===== config.mk =====
export PLATFORM = sky130hd
export DESIGN_NAME = upl_page_loader
export DESIGN_NICKNAME = d
export VERILOG_FILES = /design/src/rtl/upl_pkg.sv /design/src/rtl/upl_addr_walker.sv /design/src/rtl/upl_page_tracker.sv /design/src/rtl/upl_seq_fsm.sv /design/src/rtl/upl_page_loader.sv
export SDC_FILE = /design/constraint.sdc
export NUM_CORES = 1
export LEC_CHECK = 0
export ABC_CLOCK_PERIOD_IN_PS = 7100
export BUFFER_PORTS_ARGS = -buffer_cell sky130_fd_sc_hd__buf_4
export CORE_MARGIN = 3
export CORE_UTILIZATION = 25
export DETAILED_ROUTE_END_ITERATION = 10
export PLACE_DENSITY = 0.53
export SYNTH_ARGS = -nofsm -noshare
export SYNTH_HDL_FRONTEND = slang
export SYNTH_HIERARCHICAL = 1
export SYNTH_SLANG_ARGS = --single-unit

===== constraint.sdc =====
create_clock -name clk -period 7.1 [get_ports clk]
set_input_delay 0.355 -clock clk [delete_from_list [all_inputs] [get_ports clk]]
set_output_delay 0.355 -clock clk [all_outputs]
set_load 0.005 [all_outputs]

===== src/rtl/upl_pkg.sv =====
package upl_pkg;
  // Sequencer states: idle, two load clocks, beat offered.
  typedef enum logic [1:0] {
    ST_IDLE  = 2'd0,
    ST_LOAD1 = 2'd1,
    ST_LOAD2 = 2'd2,
    ST_BEAT  = 2'd3
  } upl_state_e;
endpackage


===== src/rtl/upl_addr_walker.sv =====
// Holds the current word address and the count of beats still to come.
module upl_addr_walker #(
  parameter int ADDR_W = 32,
  parameter int LEN_W  = 8
) (
  input  logic              clk,
  input  logic              rst_n,
  input  logic              start,
  input  logic [ADDR_W-1:0] start_addr,
  input  logic [LEN_W-1:0]  start_len,
  input  logic              step,
  output logic [ADDR_W-1:0] cur_addr,
  output logic [ADDR_W-1:0] nxt_addr,
  output logic              last
);
  localparam int WORD_W = ADDR_W - 2;

  logic [WORD_W-1:0] word_q;
  logic [LEN_W-1:0]  left_q;
  logic [WORD_W-1:0] word_inc;

  assign word_inc = word_q + {{(WORD_W-1){1'b0}}, 1'b1};
  assign cur_addr = {word_q, 2'b00};
  assign nxt_addr = {word_inc, 2'b00};
  assign last     = (left_q == '0);

  always_ff @(posedge clk or negedge rst_n) begin
    if (!rst_n) begin
      word_q <= '0;
      left_q <= '0;
    end else if (start) begin
      word_q <= start_addr[ADDR_W-1:2];
      left_q <= start_len;
    end else if (step && !last) begin
      word_q <= word_inc;
      left_q <= left_q - {{(LEN_W-1){1'b0}}, 1'b1};
    end
  end
endmodule


===== src/rtl/upl_page_tracker.sv =====
// Remembers which page the external latches hold, and whether that copy is valid.
module upl_page_tracker #(
  parameter int ADDR_W   = 32,
  parameter int PAGE_LSB = 10
) (
  input  logic                       clk,
  input  logic                       rst_n,
  input  logic                       forget,
  input  logic                       capture,
  input  logic [ADDR_W-PAGE_LSB-1:0] capture_page,
  input  logic [ADDR_W-PAGE_LSB-1:0] probe_page,
  output logic                       hit
);
  localparam int PAGE_W = ADDR_W - PAGE_LSB;

  logic [PAGE_W-1:0] page_q;
  logic              valid_q;

  assign hit = valid_q && (probe_page == page_q);

  always_ff @(posedge clk or negedge rst_n) begin
    if (!rst_n) begin
      page_q  <= '0;
      valid_q <= 1'b0;
    end else if (forget) begin
      valid_q <= 1'b0;
    end else if (capture) begin
      page_q  <= capture_page;
      valid_q <= 1'b1;
    end
  end
endmodule


===== src/rtl/upl_seq_fsm.sv =====
// Orders load cycles and beats; loss of ownership returns to idle from any state.
module upl_seq_fsm
  import upl_pkg::*;
(
  input  logic       clk,
  input  logic       rst_n,
  input  logic       grant,
  input  logic       accept,
  input  logic       step,
  input  logic       last,
  input  logic       hit,
  output upl_state_e state
);
  upl_state_e state_d;

  always_comb begin
    state_d = state;
    if (!grant) begin
      state_d = ST_IDLE;
    end else begin
      unique case (state)
        ST_IDLE:  if (accept) state_d = hit ? ST_BEAT : ST_LOAD1;
        ST_LOAD1: state_d = ST_LOAD2;
        ST_LOAD2: state_d = ST_BEAT;
        ST_BEAT: begin
          if (step) begin
            if (last)     state_d = ST_IDLE;
            else if (hit) state_d = ST_BEAT;
            else          state_d = ST_LOAD1;
          end
        end
        default:  state_d = ST_IDLE;
      endcase
    end
  end

  always_ff @(posedge clk or negedge rst_n) begin
    if (!rst_n) state <= ST_IDLE;
    else        state <= state_d;
  end
endmodule


===== src/rtl/upl_page_loader.sv =====
module upl_page_loader
  import upl_pkg::*;
#(
  parameter int ADDR_W   = 32,
  parameter int PAGE_LSB = 10,
  parameter int LEN_W    = 8
) (
  input  logic              clk,
  input  logic              rst_n,
  input  logic              grant,
  input  logic              req_valid,
  output logic              req_ready,
  input  logic [ADDR_W-1:0] req_addr,
  input  logic [LEN_W-1:0]  req_len,
  output logic              beat_valid,
  input  logic              beat_ready,
  output logic [ADDR_W-1:0] beat_addr,
  output logic [ADDR_W-1:0] ad_out,
  output logic              ad_drive,
  output logic              le_n,
  output logic              buf_oe_n,
  output logic              buf_dir
);
  localparam int PAGE_W = ADDR_W - PAGE_LSB;

  upl_state_e        state;
  logic              accept;
  logic              step;
  logic              last;
  logic              hit;
  logic              in_load;
  logic [ADDR_W-1:0] cur_addr;
  logic [ADDR_W-1:0] nxt_addr;
  logic [PAGE_W-1:0] probe_page;

  assign req_ready  = (state == ST_IDLE) && grant;
  assign accept     = req_valid && req_ready;
  assign beat_valid = (state == ST_BEAT);
  assign step       = beat_valid && beat_ready;
  assign beat_addr  = cur_addr;
  assign in_load    = (state == ST_LOAD1) || (state == ST_LOAD2);

  // The page is checked on the request address when a transfer starts,
  // and on the following word address when a beat is taken.
  assign probe_page = (state == ST_IDLE) ? req_addr[ADDR_W-1:PAGE_LSB]
                                         : nxt_addr[ADDR_W-1:PAGE_LSB];

  upl_addr_walker #(.ADDR_W(ADDR_W), .LEN_W(LEN_W)) u_walker (
    .clk        (clk),
    .rst_n      (rst_n),
    .start      (accept),
    .start_addr (req_addr),
    .start_len  (req_len),
    .step       (step),
    .cur_addr   (cur_addr),
    .nxt_addr   (nxt_addr),
    .last       (last)
  );

  upl_page_tracker #(.ADDR_W(ADDR_W), .PAGE_LSB(PAGE_LSB)) u_tracker (
    .clk          (clk),
    .rst_n        (rst_n),
    .forget       (!grant),
    .capture      (state == ST_LOAD1),
    .capture_page (cur_addr[ADDR_W-1:PAGE_LSB]),
    .probe_page   (probe_page),
    .hit          (hit)
  );

  upl_seq_fsm u_fsm (
    .clk    (clk),
    .rst_n  (rst_n),
    .grant  (grant),
    .accept (accept),
    .step   (step),
    .last   (last),
    .hit    (hit),
    .state  (state)
  );

  // Pin side: page number on the shared pins, low bits zero, only in load clocks.
  assign ad_drive = in_load;
  assign ad_out   = in_load ? {cur_addr[ADDR_W-1:PAGE_LSB], {PAGE_LSB{1'b0}}} : '0;
  assign le_n     = (state != ST_LOAD1);
  assign buf_oe_n = !in_load;
  assign buf_dir  = in_load;
endmodule


==> results of run 1 <==
## through the flow
step                hold slack (ns)  instance area [sq um]  std cells  setup slack [ns]
global placement              0.493                   5520        800              3.53
global route                  0.210                   5770        814              3.15
floorplan                    0.0594                   4710        510              4.29
detailed placement            0.487                   5520        800              3.45
CTS                           0.178                   5770        814              3.43
finish                        0.135                   5770        814              3.48
## worst paths after layout
path,startpoint,end,slack [ns]
min in group clk,req_len[3],u_walker/left_q[3],0.24
worst max-delay path,u_walker/word_q[0],u_fsm/state[1],3.48
max in group asynchronous,rst_n,u_tracker/page_q[6],6.42
worst max register to register,u_walker/word_q[0],u_fsm/state[1],3.48
worst min register to register,u_tracker/valid_q,u_tracker/valid_q,0.50
worst min-delay path,rst_n,u_walker/word_q[0],0.14
## power by group through the flow
stage | Clock (mW) | Combinational [mW] | Sequential [mW]
CTS | 0.391 | 0.700 | 0.649
floorplan | 0 | 0.463 | 0.600
global placement | 0 | 0.683 | 0.642
finish | 0.382 | 0.689 | 0.648
global route | 0.411 | 0.760 | 0.672
detailed placement | 0 | 0.697 | 0.655
## area by class of cell
type                    count  area share (%)
repair buffers            105            13.7
well taps                 229            4.97
clock buffers              12            4.10
inverters                  14           0.911
multi-input cells         389            48.9
clock inverters             2           0.174
flip-flops and latches     63            27.3
## state kept, by name, summed over array words and instances, names as in the netlist
register and cells:
u_fsm/state 2, u_tracker/page_q 22, u_tracker/valid_q 1, u_walker/left_q 8, u_walker/word_q 30
## metal layers
layer | vias up | global-route usage, % | wire [microns]
li1 | 1935 | - | -
met1 | 2009 | 19.1 | 6560
met2 | 134 | 21.8 | 6730
met3 | 19 | 2.38 | 746
met4 | 0 | 4.90 | 282
met5 | - | 0 | 0
## critical path: cells and delay by family (launching register included)
family | cells | cell delay, ns
xor+xnor | 2 | 0.26
mux | 1 | 0.28
fa+ha+maj | 1 | 0.23
flops | 1 | 0.45
compound gates | 1 | 0.15
simple gates | 7 | 2.18
==> results.txt, run 1 <==
Crit Path Class = reg2reg
CTS tree = built
NetSw = 0.638 mW
Setup-failing EPs final = 0
die footprint = 20,300 sq um
Tcrit/Tclk final = 51.0%
Leakage = 2.34 nW
Fin Clk Skew = 0.00514 ns
most frequent cells in the layout = buf_4, dfrtp_1, xor2_1
Comb power frac = 40.1%
Max clock buf depth = 2
Vias/cell = 5.03
Crit. End Element = flip-flop
routability cong. = 0.762
DRC errors left = 0
CP max stage cell = nand4_1
Skew-Pair Late Insertion Delay = 0.33 ns
Final Total Pwr = 1.72 mW
fillcell total = 1,930
Peak Freq = 276 MHz
Switching Fraction = 37.1%
Die X = 143 microns
Cells after Synth = 500
Root Driver = clkbuf_16
final hold vios = 0
Nets = 633
FP Rows = 49
status = finished, final reports clean
post-CTS resize count = 0
Yosys warnings = 6
vias in the first global route = 3,939
Setup Fix Bufs, Post-CTS = 0
core footprint = 18,100 sq um
CP Max Fanout = 15
CP cell instances = ha_1 > and3_1 > nand4_1 > nor2_1 > xor2_1 > mux2_4 > xor2_1 > nor4_1 > nand4_1 > nor3_2 > nor2b_1 > o211a_1
Hold Buf Count CTS = 0
CTS buffer count = 9
Slew @ Worst Pin = 0.929 ns
minimum clock period = 3.62 ns
Max Cap Viol = 0
slew margin rel. = 37.6%
RSZ-0062 raised after global routing = false
H-tree Lvls = 3
Avg Inst Size Synth = 9.34 sq um
Int Pwr = 1.08 mW
area taken by multi-input logic gates = 2820 sq um
Via Count = 4,097
most common cell after layout, fill and taps aside = buf_4
Ports = 115
largest net degree at the start of global routing = 64
delay of the slowest cell on the worst path = 0.57 ns
aggregate routed wire length = 14,300 microns
maximum vdd ir drop = 0.140 mV
Req. time, crit path = 7.37 ns
initial antenna violation count = 0
Slew Limit Fails = 0
worst-case reg-to-reg path depth = 12
setup_tns = 0 ns
diode count = 0
Initial DRC Count = 340
Clock power frac = 22.2%
Synth-to-Final Area Change = 23.6%
layout cells sized above 1 = 29.2%
critical path launch point type = flip-flop
Final ANT Viol Nets = 0
Port Buffers = 100
Die Y = 143 microns
clock transition at the registers of the reported paths = 0.05 ns
total gr overflow = 0
gr usage total = 13.8%
wire per inst = 17.6 microns
register area = 1580 sq um
Hold Path Class = in2async
Final Util = 31.8%
1st-pass router iterations = 5
HPWL Detailed = 10,300 microns
Initial Utilization = 25.7%
sequential power share = 37.7%
pwr/cell area = 298 nW/um^2
clk sinks = 63
CP arrival = 3.89 ns
combined area of all synthesized cells = 4670 sq um
first-pass GRT wire length = 21,800 microns
Note: power is estimated with default switching activity, not from simulation.
==> inputs of run 2 (changes only) <==
--- a/config.mk
+++ b/config.mk
@@ -5,12 +5,13 @@
 export SDC_FILE = /design/constraint.sdc
 export NUM_CORES = 1
 export LEC_CHECK = 0
-export ABC_CLOCK_PERIOD_IN_PS = 7100
+export ABC_AREA = 1
+export ABC_CLOCK_PERIOD_IN_PS = 3000
 export BUFFER_PORTS_ARGS = -buffer_cell sky130_fd_sc_hd__buf_4
 export CORE_MARGIN = 3
 export CORE_UTILIZATION = 25
 export DETAILED_ROUTE_END_ITERATION = 10
-export PLACE_DENSITY = 0.53
+export PLACE_DENSITY = 0.55
 export SYNTH_ARGS = -nofsm -noshare
 export SYNTH_HDL_FRONTEND = slang
 export SYNTH_HIERARCHICAL = 1
==> constraint.sdc (replaced) <==
create_clock -name clk -period 3 [get_ports clk]
set_input_delay 0.15 -clock clk [delete_from_list [all_inputs] [get_ports clk]]
set_output_delay 0.15 -clock clk [all_outputs]
set_load 0.005 [all_outputs]
==> run 2 against run 1 <==
- worst hold slack worse by 0.11 ns
- setup slack worse by 3.2 ns
- critical path depth is 7 higher
- wire length is 13% higher
- cell count is 42% higher
- synthesized area is 7.4% higher
- total power is 150% higher
- critical endpoint unchanged
- largest cell class unchanged
- highest routed layer unchanged
==> results.txt, run 2 <==
setup_tns = 0 ns
FF-to-FF setup slack = 0.31 ns
Root Driver = clkbuf_16
most frequent cells in the layout = nand2_1, inv_1, buf_4
Synth-to-Final Area Change = 25.4%
CP arrival = 2.97 ns
pwr/cell area = 673 nW/um^2
Int Pwr = 2.61 mW
reg-to-reg endpoint = u_fsm/state[1]
minimum clock period = 2.69 ns
Avg Inst Size Synth = 6.36 sq um
clk sinks = 63
Nets = 936
CP Max Fanout = 4
CTS tree = built
Hold Path Class = in2reg
1st-pass router iterations = 5
area taken by multi-input logic gates = 2780 sq um
die footprint = 21,800 sq um
design area = 6290 sq um
slew margin rel. = 38.1%
Yosys warnings = 6
Comb power frac = 37.3%
Initial Utilization = 25.6%
aggregate routed wire length = 16,200 microns
vias in the first global route = 4,755
Max Cap Viol = 0
largest net degree at the start of global routing = 64
RSZ-0062 raised after global routing = false
Setup Fix Bufs, Post-CTS = 0
layout cells sized above 1 = 19.6%
Via Count = 4,932
FP Rows = 51
Die Y = 148 microns
Req. time, crit path = 3.28 ns
initial antenna violation count = 0
Cells after Synth = 789
Tcrit/Tclk final = 89.5%
Clock power frac = 27.7%
HPWL Detailed = 11,900 microns
sequential power share = 35.0%
register area = 1580 sq um
DRC errors left = 0
core footprint = 19,600 sq um
Final ANT Viol Nets = 0
most common cell after layout, fill and taps aside = nand2_1
Die X = 148 microns
Slew Limit Fails = 0
status = finished, final reports clean
gr usage total = 15.1%
total gr overflow = 0
final hold vios = 0
CTS buffer count = 9
diode count = 0
Worst Hold End = u_walker/word_q[2]
Peak Freq = 372 MHz
Max clock buf depth = 2
H-tree Lvls = 3
Ports = 115
placed inst area = 5950 sq um
Skew-Pair Late Insertion Delay = 0.35 ns
NetSw = 1.63 mW
Crit. End Element = flip-flop
clock transition at the registers of the reported paths = 0.05 ns
Vias/cell = 4.27
Fin Clk Skew = 0.00628 ns
Final Total Pwr = 4.23 mW
routability cong. = 0.813
fillcell total = 2,158
worst-case reg-to-reg path depth = 19
min-delay src = req_addr[4]
combined area of all synthesized cells = 5010 sq um
Reg-to-Reg Start = u_walker/word_q[1]
Final Util = 32.1%
final hold slack = 0.0207 ns
Switching Fraction = 38.4%
Port Buffers = 100
Crit Path Class = reg2reg
critical path launch point type = flip-flop
Initial DRC Count = 326
first-pass GRT wire length = 25,700 microns
wire per inst = 14.0 microns
Leakage = 3.50 nW
Setup-failing EPs final = 0
Hold Path Depth = 3
Largest regs = u_walker/word_q x30, u_tracker/page_q x22, u_walker/left_q x8
maximum vdd ir drop = 0.356 mV
max reg flops = 30
Slew @ Worst Pin = 0.926 ns
Top reg by flops = u_walker/word_q
==> run 2: cell type report <==
cell class | instances | area share, %
repair buffers | 112 | 13.4
clock inverters | 3 | 1.03
flip-flops and latches | 63 | 25.1
inverters | 115 | 6.87
clock buffers | 13 | 4.14
well taps | 265 | 5.27
multi-input cells | 584 | 44.2
==> run 2: how the worst max path moves through the flow <==
stage / startpoint / to / slack, ns / depth (start not counted)
floorplan: u_walker/word_q[1] / u_fsm/state[1] / 0.94 / 20
global placement: u_walker/word_q[13] / u_fsm/state[1] / 0.40 / 21
detailed placement: u_walker/word_q[13] / u_fsm/state[1] / 0.37 / 21
CTS: u_walker/word_q[13] / u_fsm/state[1] / 0.34 / 21
global route: u_walker/word_q[1] / u_fsm/state[1] / 0.03 / 19
finish: u_walker/word_q[1] / u_fsm/state[1] / 0.31 / 19
==> run 2: critical path, stage by stage, from the launching register on <==
cell and delay (ns):
dfrtp_1 0.41, ha_1 0.23, nand3_2 0.13, nor2_1 0.24, nand2_1 0.23, inv_1 0.13, nand3_1 0.09, nand2_1 0.10
nand2_1 0.06, nand2_1 0.08, inv_1 0.04, nand2_1 0.05, nand3_1 0.07, nor3_1 0.25, nand2_1 0.09, nor2_1 0.19
nand2_1 0.07, nand2_1 0.07, nand2_1 0.05, nand2_1 0.05
==> run 2: power by group through the flow <==
| stage | Combinational, mW | Clock (mW) | Sequential, mW |
|---|---|---|---|
| final | 1.58 | 1.17 | 1.48 |
| after global routing | 1.81 | 1.23 | 1.54 |
| after CTS | 1.59 | 1.20 | 1.48 |
| after detailed placement | 1.59 | 0 | 1.50 |
| after global placement | 1.57 | 0 | 1.49 |
| after floorplan | 1.05 | 0 | 1.39 |
==> run 2: metrics by stage <==
| stage | worst slack, ns | cells |
|---|---|---|
| after floorplan | 0.935 | 799 |
| final | 0.314 | 1155 |
| after CTS | 0.336 | 1155 |
| after global routing | 0.0341 | 1155 |
| after global placement | 0.396 | 1138 |
| after detailed placement | 0.366 | 1138 |
==> run 2: per-layer routing <==
| metal | up-vias | wire length (microns) | global-route usage (%) |
|---|---|---|---|
| met5 | - | 0 | 0 |
| met4 | 0 | 257 | 4.19 |
| met3 | 16 | 1230 | 4.51 |
| met2 | 150 | 7480 | 24.6 |
| met1 | 2211 | 7250 | 19.5 |
| li1 | 2555 | - | - |
==> run 2: what timing repair did <==
action,CTS,global route
endpoints found under the setup margin,0,1
hold buffers,1,0
endpoints found under the hold margin,63,0
resized for setup,0,1
